### src/rtl/dma_cfg_pkg.sv
package dma_cfg_pkg;

  localparam int unsigned NREG = 7;

  typedef enum logic [2:0] {
    IDX_NONE = 3'd0,
    IDX_LEN  = 3'd1,
    IDX_SRC  = 3'd2,
    IDX_DST  = 3'd3,
    IDX_FWD  = 3'd4,
    IDX_BUSY = 3'd5,
    IDX_DONE = 3'd6
  } reg_idx_e;

endpackage

### src/rtl/dma_cfg_decode.sv
module dma_cfg_decode
  import dma_cfg_pkg::*;
#(
  parameter int unsigned ADDR_W = 12
) (
  input  logic [ADDR_W-1:0] addr_i,
  output logic [NREG-1:0]   sel_o
);

  localparam int unsigned IDX_W = ADDR_W - 2;

  logic [IDX_W-1:0] idx;
  assign idx = addr_i[ADDR_W-1:2];

  // one select line per mapped index; line 0 collects everything unmapped
  for (genvar g = 1; g < NREG; g++) begin : g_sel
    assign sel_o[g] = (idx == IDX_W'(g));
  end

  assign sel_o[0] = ~|sel_o[NREG-1:1];

endmodule

### src/rtl/dma_cfg_launch.sv
module dma_cfg_launch #(
  parameter int unsigned DATA_W = 32
) (
  input  logic              clk_i,
  input  logic              rst_ni,
  input  logic              wr_len_i,
  input  logic [DATA_W-1:0] wdata_i,
  input  logic [DATA_W-1:0] src_i,
  input  logic [DATA_W-1:0] dst_i,
  input  logic              ready_i,
  input  logic              done_i,
  output logic              valid_o,
  output logic [DATA_W-1:0] src_o,
  output logic [DATA_W-1:0] dst_o,
  output logic [DATA_W-1:0] len_o,
  output logic              fwd_o,
  output logic              done_o,
  output logic              lock_o
);

  logic pend_q, pend_d;
  logic fwd_q, fwd_d;
  logic done_q, done_d;
  logic launch, hshake;
  logic [DATA_W-1:0] src_q, dst_q, len_q;

  assign lock_o = pend_q | (fwd_q & ~done_q);
  assign launch = wr_len_i & ~lock_o;
  assign hshake = pend_q & ready_i;

  always_comb begin
    pend_d = pend_q;
    fwd_d  = fwd_q;
    done_d = done_q;
    if (launch) begin
      pend_d = 1'b1;
      fwd_d  = 1'b0;
      done_d = 1'b0;
    end else begin
      if (hshake) begin
        pend_d = 1'b0;
        fwd_d  = 1'b1;
      end
      if (fwd_q && done_i) begin
        done_d = 1'b1;
      end
    end
  end

  always_ff @(posedge clk_i or negedge rst_ni) begin
    if (!rst_ni) begin
      pend_q <= 1'b0;
      fwd_q  <= 1'b0;
      done_q <= 1'b0;
    end else begin
      pend_q <= pend_d;
      fwd_q  <= fwd_d;
      done_q <= done_d;
    end
  end

  always_ff @(posedge clk_i or negedge rst_ni) begin
    if (!rst_ni) begin
      src_q <= '0;
      dst_q <= '0;
      len_q <= '0;
    end else if (launch) begin
      src_q <= src_i;
      dst_q <= dst_i;
      len_q <= wdata_i;
    end
  end

  assign valid_o = pend_q;
  assign src_o   = src_q;
  assign dst_o   = dst_q;
  assign len_o   = len_q;
  assign fwd_o   = fwd_q;
  assign done_o  = done_q;

endmodule

### src/rtl/dma_cfg_rdmux.sv
module dma_cfg_rdmux
  import dma_cfg_pkg::*;
#(
  parameter int unsigned DATA_W = 32,
  parameter int unsigned BUSY_W = 8
) (
  input  logic [NREG-1:0]   sel_i,
  input  logic [DATA_W-1:0] len_i,
  input  logic [DATA_W-1:0] src_i,
  input  logic [DATA_W-1:0] dst_i,
  input  logic              fwd_i,
  input  logic [BUSY_W-1:0] busy_i,
  input  logic              done_i,
  output logic [DATA_W-1:0] rdata_o
);

  logic [DATA_W-1:0] field [NREG];

  assign field[IDX_NONE] = '0;
  assign field[IDX_LEN]  = len_i;
  assign field[IDX_SRC]  = src_i;
  assign field[IDX_DST]  = dst_i;
  assign field[IDX_FWD]  = DATA_W'(fwd_i);
  assign field[IDX_BUSY] = DATA_W'(busy_i);
  assign field[IDX_DONE] = DATA_W'(done_i);

  // and-or selection over the one-hot select lines
  always_comb begin
    rdata_o = '0;
    for (int i = 0; i < int'(NREG); i++) begin
      rdata_o = rdata_o | (field[i] & {DATA_W{sel_i[i]}});
    end
  end

endmodule

### src/rtl/dma_cfg_front.sv
module dma_cfg_front
  import dma_cfg_pkg::*;
#(
  parameter int unsigned ADDR_W = 12,
  parameter int unsigned DATA_W = 32,
  parameter int unsigned BUSY_W = 8
) (
  input  logic              clk_i,
  input  logic              rst_ni,
  input  logic              bus_req_i,
  input  logic              bus_we_i,
  input  logic [ADDR_W-1:0] bus_addr_i,
  input  logic [DATA_W-1:0] bus_wdata_i,
  output logic              bus_gnt_o,
  output logic              bus_rvalid_o,
  output logic [DATA_W-1:0] bus_rdata_o,
  output logic              xfer_valid_o,
  input  logic              xfer_ready_i,
  output logic [DATA_W-1:0] xfer_src_o,
  output logic [DATA_W-1:0] xfer_dst_o,
  output logic [DATA_W-1:0] xfer_len_o,
  input  logic [BUSY_W-1:0] busy_i,
  input  logic              done_i
);

  logic [NREG-1:0]   sel;
  logic              wr, rd;
  logic              src_en, dst_en, wr_len;
  logic [DATA_W-1:0] src_q, dst_q;
  logic              fwd_q, done_q, lock;
  logic [DATA_W-1:0] mux_data;
  logic              rvalid_q;
  logic [DATA_W-1:0] rdata_q, rdata_d;

  assign wr = bus_req_i & bus_we_i;
  assign rd = bus_req_i & ~bus_we_i;

  dma_cfg_decode #(.ADDR_W(ADDR_W)) u_decode (
    .addr_i (bus_addr_i),
    .sel_o  (sel)
  );

  assign src_en = wr & sel[IDX_SRC];
  assign dst_en = wr & sel[IDX_DST];
  assign wr_len = wr & sel[IDX_LEN];

  always_ff @(posedge clk_i or negedge rst_ni) begin
    if (!rst_ni) begin
      src_q <= '0;
    end else if (src_en) begin
      src_q <= bus_wdata_i;
    end
  end

  always_ff @(posedge clk_i or negedge rst_ni) begin
    if (!rst_ni) begin
      dst_q <= '0;
    end else if (dst_en) begin
      dst_q <= bus_wdata_i;
    end
  end

  dma_cfg_launch #(.DATA_W(DATA_W)) u_launch (
    .clk_i    (clk_i),
    .rst_ni   (rst_ni),
    .wr_len_i (wr_len),
    .wdata_i  (bus_wdata_i),
    .src_i    (src_q),
    .dst_i    (dst_q),
    .ready_i  (xfer_ready_i),
    .done_i   (done_i),
    .valid_o  (xfer_valid_o),
    .src_o    (xfer_src_o),
    .dst_o    (xfer_dst_o),
    .len_o    (xfer_len_o),
    .fwd_o    (fwd_q),
    .done_o   (done_q),
    .lock_o   (lock)
  );

  dma_cfg_rdmux #(.DATA_W(DATA_W), .BUSY_W(BUSY_W)) u_rdmux (
    .sel_i   (sel),
    .len_i   (xfer_len_o),
    .src_i   (src_q),
    .dst_i   (dst_q),
    .fwd_i   (fwd_q),
    .busy_i  (busy_i),
    .done_i  (done_q),
    .rdata_o (mux_data)
  );

  assign bus_gnt_o = bus_req_i;

  always_comb begin
    rdata_d = rd ? mux_data : '0;
  end

  always_ff @(posedge clk_i or negedge rst_ni) begin
    if (!rst_ni) begin
      rvalid_q <= 1'b0;
    end else begin
      rvalid_q <= bus_req_i;
    end
  end

  always_ff @(posedge clk_i or negedge rst_ni) begin
    if (!rst_ni) begin
      rdata_q <= '0;
    end else if (bus_req_i) begin
      rdata_q <= rdata_d;
    end
  end

  assign bus_rvalid_o = rvalid_q;
  assign bus_rdata_o  = rdata_q;

endmodule

### config.mk
export PLATFORM = sky130hd
export DESIGN_NAME = dma_cfg_front
export DESIGN_NICKNAME = d
export VERILOG_FILES = /design/src/rtl/dma_cfg_pkg.sv /design/src/rtl/dma_cfg_decode.sv /design/src/rtl/dma_cfg_launch.sv /design/src/rtl/dma_cfg_rdmux.sv /design/src/rtl/dma_cfg_front.sv
export SDC_FILE = /design/constraint.sdc
export NUM_CORES = 1
export LEC_CHECK = 0
export BUFFER_PORTS_ARGS = -buffer_cell sky130_fd_sc_hd__buf_4
export CORE_MARGIN = 4
export CORE_UTILIZATION = 58
export DETAILED_ROUTE_END_ITERATION = 7
export MAX_ROUTING_LAYER = met4
export PLACE_DENSITY_LB_ADDON = 0.25
export SYNTH_ARGS = -nofsm -noshare
export SYNTH_HDL_FRONTEND = slang
export SYNTH_SLANG_ARGS = --single-unit
### constraint.sdc
create_clock -name clk_i -period 5 [get_ports clk_i]
set_input_delay 0.5 -clock clk_i [delete_from_list [all_inputs] [get_ports clk_i]]
set_output_delay 0.5 -clock clk_i [all_outputs]
set_load 0.03 [all_outputs]
==> flow_summary.toml <==
[floorplanning]
initial_utilization_pct = 59.3
io_pins = 189
fp.coreArea_um2 = 13900
die_area_um2 = 16200
fp.dieW_um = 127
rows = 43
fp.dieH_um = 127

[setup_path]
worstPathCellList = "buf_4 > nand2b_1 > or3_4 > or4_4 > buf_4 > mux2_4"
startpoint_type = "input pin"
cp_slowest_cell = "or4_4"
crit_buf_inv = 2
crit_type = "in2reg"
cpPeakStageDelay_ps = 830
crit_top_cell = "buf_4"
arrival_ps = 3450
critPathCaptureType = "flip-flop"
cp_max_fo = 51
cp_data_required_time_ps = 5310
cp_top_family = "simple AND/OR/NAND/NOR gates"

[synthesis]
synthesis.area_um2 = 8240
netlist_instances = 544
netlist_top_cells_area = "dfrtp_1, mux2_2, mux2_4"
yosysWarningCount = 0
ys_types = 31
synth-seq-cells = 196
yosysSeqAreaShare_pct = 59.6
yosysTopAreaCell = "dfrtp_1"
synthDominantCellAreaShare_pct = 59.6
synth_fp_nets = 602
synth_area_per_cell_um2 = 15.1

[detailed_routing]
via_per_inst = 5.72
antenna_left = 0
drtPass1Iterations = 4
wl_mm = 20.1
routedWlPerCell_um = 21.9
num_vias = 5260
drtIter0Drc = 280
drc = 0

[layout]
fin_area_um2 = 10400
drive_gt1_share_pct = 55.4
fin_nets = 785
diodes = 0
fillCellCount = 899
areaGrowthSynthToFinish_pct = 26.0

[hold_path]
hp-class = "in2async"

[sta]
max_slew_margin_pct = 31.1
rsz0062_at_grt = "no"
setup_violations = 0
setup-tns-final_ps = 0
finalHoldViolCount = 0
final.period_utilization_pct = 62.7
finalCriticalPeriod_ps = 3140
slew_violations = 0
fmax_mhz = 319
worst_slack_ps = 1860
hold_ws_ps = 111
worstMarginPinSlew_ps = 1030
clock_skew_ps = 6.06

[clocking]
clk_path_buf_depth = 2
cts_made_buffers = 17
cts.repair.resized = 0
cts_root_buffer = "clkbuf_16"
cts_setup_buffers = 0
clkSinkCount = 196
clkLatencyLatePin_ps = 420
path_clk_slew_ps = 70
cts_tree = "done"
htree_num_levels = 4
cts_hold_buffers = 0

[place]
place_ws_ps = 1470
place_congestion = 0.817
port_buffers = 186
dpl.hpwl_mm = 13.1
place_area_um2 = 9760

[power_and_ir_drop]
p_total_w = 0.00315
p_leak_nw = 5.52
irDropWorstVdd_v = 0.000213
power.density_nw_per_um2 = 304

[run]
cap_violations = 0

[global_routing]
grt_pass1_wl_mm = 32.2
grt_antenna_before_repair = 0
grt_usage_pct = 26.5
overflow = 0
grt_pass1_vias = 5829
grt_max_degree = 93

[status]
status = "finished clean"
-- layer usage --
metal,global-route usage (%),part of all wire [%],vias up
met1,33.0,42,2734
met3,6.56,6.2,30
li1,-,-,2318
met2,42.6,50,178
met5,-,0,-
met4,9.21,2.0,0
-- registers in the layout, indices dropped and copies added (netlist names) --
name	count
u_launch.len_o	32
src_q	32
dst_q	32
u_launch.done_o	1
u_launch.fwd_o	1
u_launch.dst_o	32
u_launch.src_o	32
bus_rvalid_o	1
u_launch.valid_o	1
bus_rdata_o	32
-- synthesized netlist by cell type --
master    instances
buf_6             6
a211o_1           1
clkbuf_1         13
nor2_1            6
nor4_1            2
buf_2             9
o221ai_1          1
nand2_1           8
nor4_4            1
a21oi_1           4
nand4_1           1
dfrtp_1         196
mux2_4           49
nor3_1            2
a221o_1          15
o22ai_1          15
buf_4             1
or4b_4            1
inv_1            19
and2b_1           1
nand2b_1          2
or3_4             1
o211ai_1          1
or4_4             1
or4_1             2
buf_1             2
o21ai_0           9
nor2b_1          16
a22oi_1           8
mux2i_1          17
mux2_2          134
-- report_power, final --
group          total [W]  internal, W  leakage [nW]  switching [W]
registers        0.00160      0.00159          2.73     0.00000613
clock network    0.00142     0.000852         0.281       0.000567
logic           0.000131    0.0000501          2.51      0.0000805
-- placed cells by master (no fill, tap or decap), types with 4 or more instances in the layout --
| cell | instances |
|---|---|
| o22ai_1 | 15 |
| clkbuf_16 | 17 |
| buf_4 | 194 |
| mux2_4 | 49 |
| nand2_1 | 8 |
| mux2i_1 | 17 |
| nor2b_1 | 16 |
| o21ai_0 | 9 |
| clkbuf_1 | 6 |
| a221o_1 | 15 |
| mux2_2 | 134 |
| bufinv_16 | 4 |
| clkinvlp_4 | 4 |
| a21oi_1 | 4 |
| nor2_1 | 5 |
| a22oi_1 | 8 |
| inv_1 | 19 |
| dfrtp_1 | 196 |
-- cell type report --
type,instances,area [um2],share of cell area [%]
multi-input combinational,298,3090,29.8
inverter,19,71.3,0.687
clock inverter,8,150,1.45
clock buffer,24,462,4.45
timing repair buffer,195,1470,14.2
tap,180,225,2.17
sequential,196,4900,47.3
-- cell families after synthesis --
logic type / Yosys count / share of synthesized area [%]
muxes: 200 / 29.3
DFF: 196 / 59.6
AOI/OAI and AO/OA: 54 / 4.79
buffers and inverters: 50 / 3.01
and+or+nand+nor: 44 / 3.33
-- worst paths after layout --
check | start | cells past startpoint | slack, ps | to
worst max-delay path | bus_addr_i[2] | 6 | 1860 | u_launch.src_o[25]
worst min-delay path | rst_ni | 1 | 110 | src_q[16]
worst max register to register | u_launch.fwd_o | 4 | 2580 | u_launch.src_o[25]
worst min register to register | u_launch.dst_o[12] | 1 | 510 | u_launch.dst_o[12]
max in group asynchronous | rst_ni | 2 | 3660 | u_launch.len_o[11]
min in group clk_i | xfer_ready_i | 2 | 260 | u_launch.valid_o
-- stage by stage --
step / cells / util (%)
global route: 920 / 74.7
detailed placement: 888 / 70.3
finish: 920 / 74.7
global placement: 888 / 70.3
floorplan: 544 / -
CTS: 920 / 74.7
Power figures use the tool's default switching activity.
